<file path="src/rtl/cct_pkg.sv">
package cct_pkg;

   typedef enum logic [1:0] {
      SRC_OFF = 2'd0,
      SRC_SYS = 2'd1,
      SRC_DIV = 2'd2,
      SRC_PIN = 2'd3
   } src_e;

   typedef enum logic [1:0] {
      CAP_NONE = 2'd0,
      CAP_RISE = 2'd1,
      CAP_FALL = 2'd2,
      CAP_BOTH = 2'd3
   } cap_e;

   localparam int MODE_W = 11;

   typedef struct packed {
      logic cap_dma;
      logic cap_en;
      logic match_dma;
      logic match_en;
      cap_e cap_edge;
      logic out_toggle;
      logic restart;
      logic wide_step;
      src_e src;
   } mode_t;

   localparam logic [2:0] OFS_MODE  = 3'd0;
   localparam logic [2:0] OFS_REF   = 3'd1;
   localparam logic [2:0] OFS_CAPT  = 3'd2;
   localparam logic [2:0] OFS_COUNT = 3'd3;
   localparam logic [2:0] OFS_EVENT = 3'd4;

   localparam int EVT_N     = 2;
   localparam int EVT_CAP   = 0;
   localparam int EVT_MATCH = 1;

endpackage

</file>
<file path="src/rtl/cct_pin_sync.sv">
module cct_pin_sync #(
   parameter int STAGES = 2
) (
   input  logic clk,
   input  logic rst_n,
   input  logic pin,
   output logic rise,
   output logic fall
);
   if (STAGES < 2) begin : g_bad_stages
      $error("cct_pin_sync: STAGES must be at least 2");
   end

   logic [STAGES-1:0] sq;
   logic              prev_q;

   for (genvar i = 0; i < STAGES; i++) begin : g_stage
      if (i == 0) begin : g_first
         always_ff @(posedge clk or negedge rst_n) begin
            if (!rst_n) sq[0] <= 1'b0;
            else        sq[0] <= pin;
         end
      end else begin : g_next
         always_ff @(posedge clk or negedge rst_n) begin
            if (!rst_n) sq[i] <= 1'b0;
            else        sq[i] <= sq[i-1];
         end
      end
   end

   always_ff @(posedge clk or negedge rst_n) begin
      if (!rst_n) prev_q <= 1'b0;
      else        prev_q <= sq[STAGES-1];
   end

   assign rise = sq[STAGES-1] & ~prev_q;
   assign fall = ~sq[STAGES-1] & prev_q;
endmodule

</file>
<file path="src/rtl/cct_tick_gen.sv">
module cct_tick_gen
   import cct_pkg::*;
#(
   parameter int DIV = 16
) (
   input  logic clk,
   input  logic rst_n,
   input  src_e src,
   input  logic pin_rise,
   input  logic clr,
   output logic tick
);
   if (DIV < 2) begin : g_bad_div
      $error("cct_tick_gen: DIV must be at least 2");
   end

   localparam int PW = $clog2(DIV);
   localparam logic [PW-1:0] LAST = PW'(DIV - 1);

   logic [PW-1:0] pre_q;
   logic          pre_end;

   assign pre_end = (pre_q == LAST);

   always_ff @(posedge clk or negedge rst_n) begin
      if (!rst_n)                       pre_q <= '0;
      else if (clr || src != SRC_DIV)   pre_q <= '0;
      else if (pre_end)                 pre_q <= '0;
      else                              pre_q <= pre_q + 1'b1;
   end

   always_comb begin
      unique case (src)
         SRC_SYS: tick = 1'b1;
         SRC_DIV: tick = pre_end;
         SRC_PIN: tick = pin_rise;
         default: tick = 1'b0;
      endcase
   end
endmodule

</file>
<file path="src/rtl/cct_count_core.sv">
module cct_count_core #(
   parameter int W = 32
) (
   input  logic         clk,
   input  logic         rst_n,
   input  logic         tick,
   input  logic         clr,
   input  logic         wide,
   input  logic         restart,
   input  logic [W-1:0] ref_val,
   output logic [W-1:0] count,
   output logic         match_evt
);
   localparam int HW = W / 2;
   localparam logic [W-1:0] STEP_ONE  = W'(1);
   localparam logic [W-1:0] STEP_WIDE = {{(HW-1){1'b0}}, 1'b1, {(HW-1){1'b0}}, 1'b1};

   logic [W-1:0] count_q;
   logic [W-1:0] step;
   logic [W-1:0] nxt;
   logic         wrap;

   assign step = wide ? STEP_WIDE : STEP_ONE;
   assign wrap = restart && (count_q == ref_val);
   assign nxt  = wrap ? '0 : count_q + step;

   always_ff @(posedge clk or negedge rst_n) begin
      if (!rst_n)    count_q <= '0;
      else if (clr)  count_q <= '0;
      else if (tick) count_q <= nxt;
   end

   assign match_evt = tick && !clr && (nxt == ref_val);
   assign count     = count_q;
endmodule

</file>
<file path="src/rtl/cct_timer.sv">
module cct_timer
   import cct_pkg::*;
#(
   parameter int W     = 32,
   parameter int DIV   = 16,
   parameter int SYNC  = 2
) (
   input  logic         clk,
   input  logic         rst_n,
   input  logic         wr_en,
   input  logic [2:0]   addr,
   input  logic [W-1:0] wdata,
   output logic [W-1:0] rdata,
   input  logic         tin,
   output logic         tout,
   output logic         irq,
   output logic         dma_req,
   input  logic         dma_ack
);
   if (W < 16 || (W % 2) != 0 || W < MODE_W) begin : g_bad_width
      $error("cct_timer: W must be even and at least 16");
   end

   logic [MODE_W-1:0] mode_q;
   mode_t             mode;
   logic [W-1:0]      ref_q;
   logic [W-1:0]      capt_q;
   logic [EVT_N-1:0]  flag_q;
   logic              tout_q;

   logic wr_mode, wr_ref, clr, wr_evt;
   logic pin_rise, pin_fall;
   logic tick;
   logic [W-1:0] cnt;
   logic match_evt, cap_evt;
   logic [EVT_N-1:0] evt_set, evt_en, evt_dma;

   assign mode    = mode_t'(mode_q);
   assign wr_mode = wr_en && (addr == OFS_MODE);
   assign wr_ref  = wr_en && (addr == OFS_REF);
   assign clr     = wr_en && (addr == OFS_COUNT);
   assign wr_evt  = wr_en && (addr == OFS_EVENT);

   cct_pin_sync #(.STAGES(SYNC)) u_sync (
      .clk  (clk),
      .rst_n(rst_n),
      .pin  (tin),
      .rise (pin_rise),
      .fall (pin_fall)
   );

   cct_tick_gen #(.DIV(DIV)) u_tick (
      .clk     (clk),
      .rst_n   (rst_n),
      .src     (mode.src),
      .pin_rise(pin_rise),
      .clr     (clr),
      .tick    (tick)
   );

   cct_count_core #(.W(W)) u_core (
      .clk      (clk),
      .rst_n    (rst_n),
      .tick     (tick),
      .clr      (clr),
      .wide     (mode.wide_step),
      .restart  (mode.restart),
      .ref_val  (ref_q),
      .count    (cnt),
      .match_evt(match_evt)
   );

   always_comb begin
      unique case (mode.cap_edge)
         CAP_RISE: cap_evt = pin_rise;
         CAP_FALL: cap_evt = pin_fall;
         CAP_BOTH: cap_evt = pin_rise | pin_fall;
         default:  cap_evt = 1'b0;
      endcase
   end

   always_ff @(posedge clk or negedge rst_n) begin
      if (!rst_n) begin
         mode_q <= '0;
         ref_q  <= '1;
         capt_q <= '0;
      end else begin
         if (wr_mode) mode_q <= wdata[MODE_W-1:0];
         if (wr_ref)  ref_q  <= wdata;
         if (cap_evt) capt_q <= cnt;
      end
   end

   assign evt_set[EVT_CAP]   = cap_evt;
   assign evt_set[EVT_MATCH] = match_evt;
   assign evt_en[EVT_CAP]    = mode.cap_en;
   assign evt_en[EVT_MATCH]  = mode.match_en;
   assign evt_dma[EVT_CAP]   = mode.cap_dma;
   assign evt_dma[EVT_MATCH] = mode.match_dma;

   for (genvar i = 0; i < EVT_N; i++) begin : g_flag
      logic drop;
      assign drop = (wr_evt && wdata[i]) || (dma_ack && evt_dma[i]);
      always_ff @(posedge clk or negedge rst_n) begin
         if (!rst_n)          flag_q[i] <= 1'b0;
         else if (evt_set[i]) flag_q[i] <= 1'b1;
         else if (drop)       flag_q[i] <= 1'b0;
      end
   end

   assign irq     = |(flag_q & evt_en & ~evt_dma);
   assign dma_req = |(flag_q & evt_en & evt_dma);

   always_ff @(posedge clk or negedge rst_n) begin
      if (!rst_n)               tout_q <= 1'b0;
      else if (mode.out_toggle) tout_q <= tout_q ^ match_evt;
      else                      tout_q <= match_evt;
   end
   assign tout = tout_q;

   always_comb begin
      unique case (addr)
         OFS_MODE:  rdata = {{(W-MODE_W){1'b0}}, mode_q};
         OFS_REF:   rdata = ref_q;
         OFS_CAPT:  rdata = capt_q;
         OFS_COUNT: rdata = cnt;
         OFS_EVENT: rdata = {{(W-EVT_N){1'b0}}, flag_q};
         default:   rdata = '0;
      endcase
   end
endmodule

</file>
<file path="config.mk">
export PLATFORM = sky130hd
export DESIGN_NAME = cct_timer
export DESIGN_NICKNAME = d
export VERILOG_FILES = /design/src/rtl/cct_pkg.sv /design/src/rtl/cct_pin_sync.sv /design/src/rtl/cct_tick_gen.sv /design/src/rtl/cct_count_core.sv /design/src/rtl/cct_timer.sv
export SDC_FILE = /design/constraint.sdc
export NUM_CORES = 1
export LEC_CHECK = 0
export CAP_MARGIN = 30
export CORE_AREA = 3 3 151 153
export CTS_BUF_LIST = sky130_fd_sc_hd__clkbuf_16
export CTS_CLUSTER_SIZE = 8
export DETAILED_ROUTE_END_ITERATION = 8
export DIE_AREA = 0 0 154 156
export HOLD_SLACK_MARGIN = 0.1
export PLACE_DENSITY_LB_ADDON = 0.3
export SYNTH_ARGS = -nofsm -noshare
export SYNTH_HDL_FRONTEND = slang
export SYNTH_SLANG_ARGS = --single-unit
</file>
<file path="constraint.sdc">
create_clock -name clk -period 3.05 [get_ports clk]
set_clock_uncertainty 0.15 [all_clocks]
set_input_delay 0.4575 -clock clk [delete_from_list [all_inputs] [get_ports clk]]
set_output_delay 0.4575 -clock clk [all_outputs]
set_load 0.005 [all_outputs]
</file>
==> run metrics <==
Initial DRC Count=679; clk_lat worst skew=0.42 ns; Slew HR=58.1%; setup TNS=-0.460 ns; number of synthesized flops with an enable pin=0; dominant register cell in the synthesized netlist=dfrtp_1; WP data required=3.24 ns; fin crit share=108%; Post-Syn Instances=777; setup violators final=2; via/cell ratio=5.46; row cnt=54; Tmin final=3.29 ns; register area share after synthesis=39.5%; Slew @ Worst Pin=0.628 ns; most used routing layer=met2; routed via count=6967; largest net degree at the start of global routing=52; DRT antenna net count=0; post-route setup slack=-0.243 ns; placer congestion estimate=0.973; grt total ovfl=0; total of max-cap violations=0; clock transition at the registers of the reported paths=0.07 ns; WL per Instance=20.0 um; Layout area overhead=40.9%; Syn. warnings=0; Fillers=2034; GR Layer Usage met1=31.5%; synth unique cells=69; Total GRT Usage=21.4%; DRT Pass-1 Iters=6; port bufs=74; die height=156 um; Antenna Cells=0; DRC Markers=0; Detail Placement HPWL=18700 um; CTS Buf Count=17; Die X=154 um; worst hold path type=flop to flop; DRT Wirelength=25600 um; Top Ports=75; Mapped Nets=822; Async SR Flop Fraction=100%; leakage=4.55 nW; Core Util, Final=48.8%; die area=0.0240 mm2; Sink Count=117; Fin Hold WS=0.203 ns; status=finished, violations left; unrepaired setup endpoints after global routing=yes; first-pass GRT wire length=40000 um; Fmax=304 MHz; initial core utilization=34.6%; Seq cells post-synth=117; fin nets=1029; layout cell share with drive strength beyond 1=36.9%; antenna violations before repair=0; clock root buffer=clkbuf_16; critical setup path kind=flop to flop; WP data arrival=3.48 ns; failing checks=negative setup slack; Cell Area, Synth=0.00750 mm2; met2 Use GR=31.9%; Place WS=-0.222 ns; synthesized area per cell=9.66 um2; Fin. Hold Viols=0; met3 usage=3.36%; CTS tree=built; Critical Path End Type=flop; core area=0.0217 mm2; final total power=0.00643 W; crit path max fanout=6; Power per Cell Area=608 mW/mm2; vias in the first global route=6824; CP startpoint kind=flop; maximum clock path buffer count=2; max-slew violations=0; htree depth=4; VDD IR max=0.000336 V
## worst max-delay path: stages, from the launching register on
cell and delay (ns):
dfrtp_2 0.46, xnor2_1 0.48, nand4_1 0.19, nor4_1 0.34, and4_4 0.30, nor3_1 0.05, a211o_1 0.30, a2111oi_4 0.31
o2111ai_2 0.16, and4bb_2 0.37, xnor2_1 0.12
## cell usage after synthesis, drive strengths merged (17+ instances only)
master	count	area [um2]
a21oi	37	193
buf	24	125
clkbuf	40	150
dfrtp	85	2130
dfstp	32	841
inv	17	63.8
mux2	72	811
mux2i	32	320
nand2	53	199
nand3	22	115
nor2	83	312
nor4	17	158
o21ai	42	210
xnor2	40	350
xor2	20	175
## layout by cell type, fill, tap and decap left out, drive strengths merged, types with 18 or more instances in the layout
cell type,count
mux2,72
clkbuf,18
clkdlybuf4s50,72
a21oi,37
dfrtp,85
nand2,53
mux2i,32
xnor2,40
nand3,22
buf,178
xor2,20
dfstp,32
nor2,83
o21ai,42
inv,28
## timing repair
item / CTS / global route
gates cloned: 1 / 1
endpoints found under the hold margin: 35 / 0
pin swaps: 10 / 11
setup buffers: 2 / 5
endpoints found under the setup margin: 13 / 28
resized for setup: 22 / 21
hold buffers: 1 / 0
## final cells by class
cell class              instances  area [um2]  area share, %
inverters                      17        63.8          0.603
clock inverters                15         158           1.49
repair buffers                252        2260           21.3
flip-flops and latches        117        2970           28.1
well taps                     280         350           3.31
clock buffers                  17         425           4.02
multi-input cells             579        4350           41.1
## where the power goes
part	leakage, nW	internal [W]	total (W)	switching, W
combinational	2.80	0.00118	0.00235	0.00117
clock	0.282	0.00116	0.00200	0.000846
sequential	1.47	0.00187	0.00208	0.000219
## kinds of logic (layout without fill, tap and decap cells)
group,after synthesis,count (layout),share of synthesized area [%]
AOI/OAI and AO/OA,145,145,12.3
DFF,117,117,39.5
adders and majority gates,5,5,0.834
and+or+nand+nor,256,256,18.0
buffers and inverters,81,301,4.52
muxes,113,113,17.8
xor gates and xnor gates,60,60,7.00
## through the flow
| step | instance area (um2) | cells |
|---|---|---|
| 4_1_cts | 10400 | 1271 |
| 3_3_place_gp | 9700 | 1235 |
| 6_report | 10600 | 1277 |
| 5_1_grt | 10600 | 1277 |
| 3_5_place_dp | 9700 | 1235 |
| 2_1_floorplan | 7500 | 777 |
## sequential cells by signal, summed over array words and instances, names as in the netlist
register       flops
mode              11
capt_q            32
u_sync.prev_q      1
u_tick.pre_q       4
tout               1
u_sync.sq          2
u_core.count      32
flag_q             2
ref_q             32
## worst paths after layout
check | startpoint | to | slack (ns) | cells after the start
worst max-delay path | u_core.count[6]$_DFFE_PN0P_ | tout$_DFF_PN0_ | -0.24 | 10
worst min-delay path | u_sync.sq[0]$_DFF_PN0_ | u_sync.sq[1]$_DFF_PN0_ | 0.20 | 0
worst max register to register | u_core.count[6]$_DFFE_PN0P_ | tout$_DFF_PN0_ | -0.24 | 10
worst min register to register | u_sync.sq[0]$_DFF_PN0_ | u_sync.sq[1]$_DFF_PN0_ | 0.20 | 0
max in group asynchronous | rst_n | ref_q[17]$_DFFE_PN1P_ | 1.49 | 3
min in group asynchronous | rst_n | u_tick.pre_q[3]$_DFF_PN0_ | 0.45 | 2
## routing by layer
layer / share of wire, % / wire length [um] / vias to the layer above
li1: - / - / 3217
met3: 6.0 / 1530 / 47
met2: 44 / 11100 / 261
met5: 0 / 0 / -
met1: 48 / 12200 / 3442
met4: 2.9 / 736 / 0
Power figures use the tool's default switching activity.
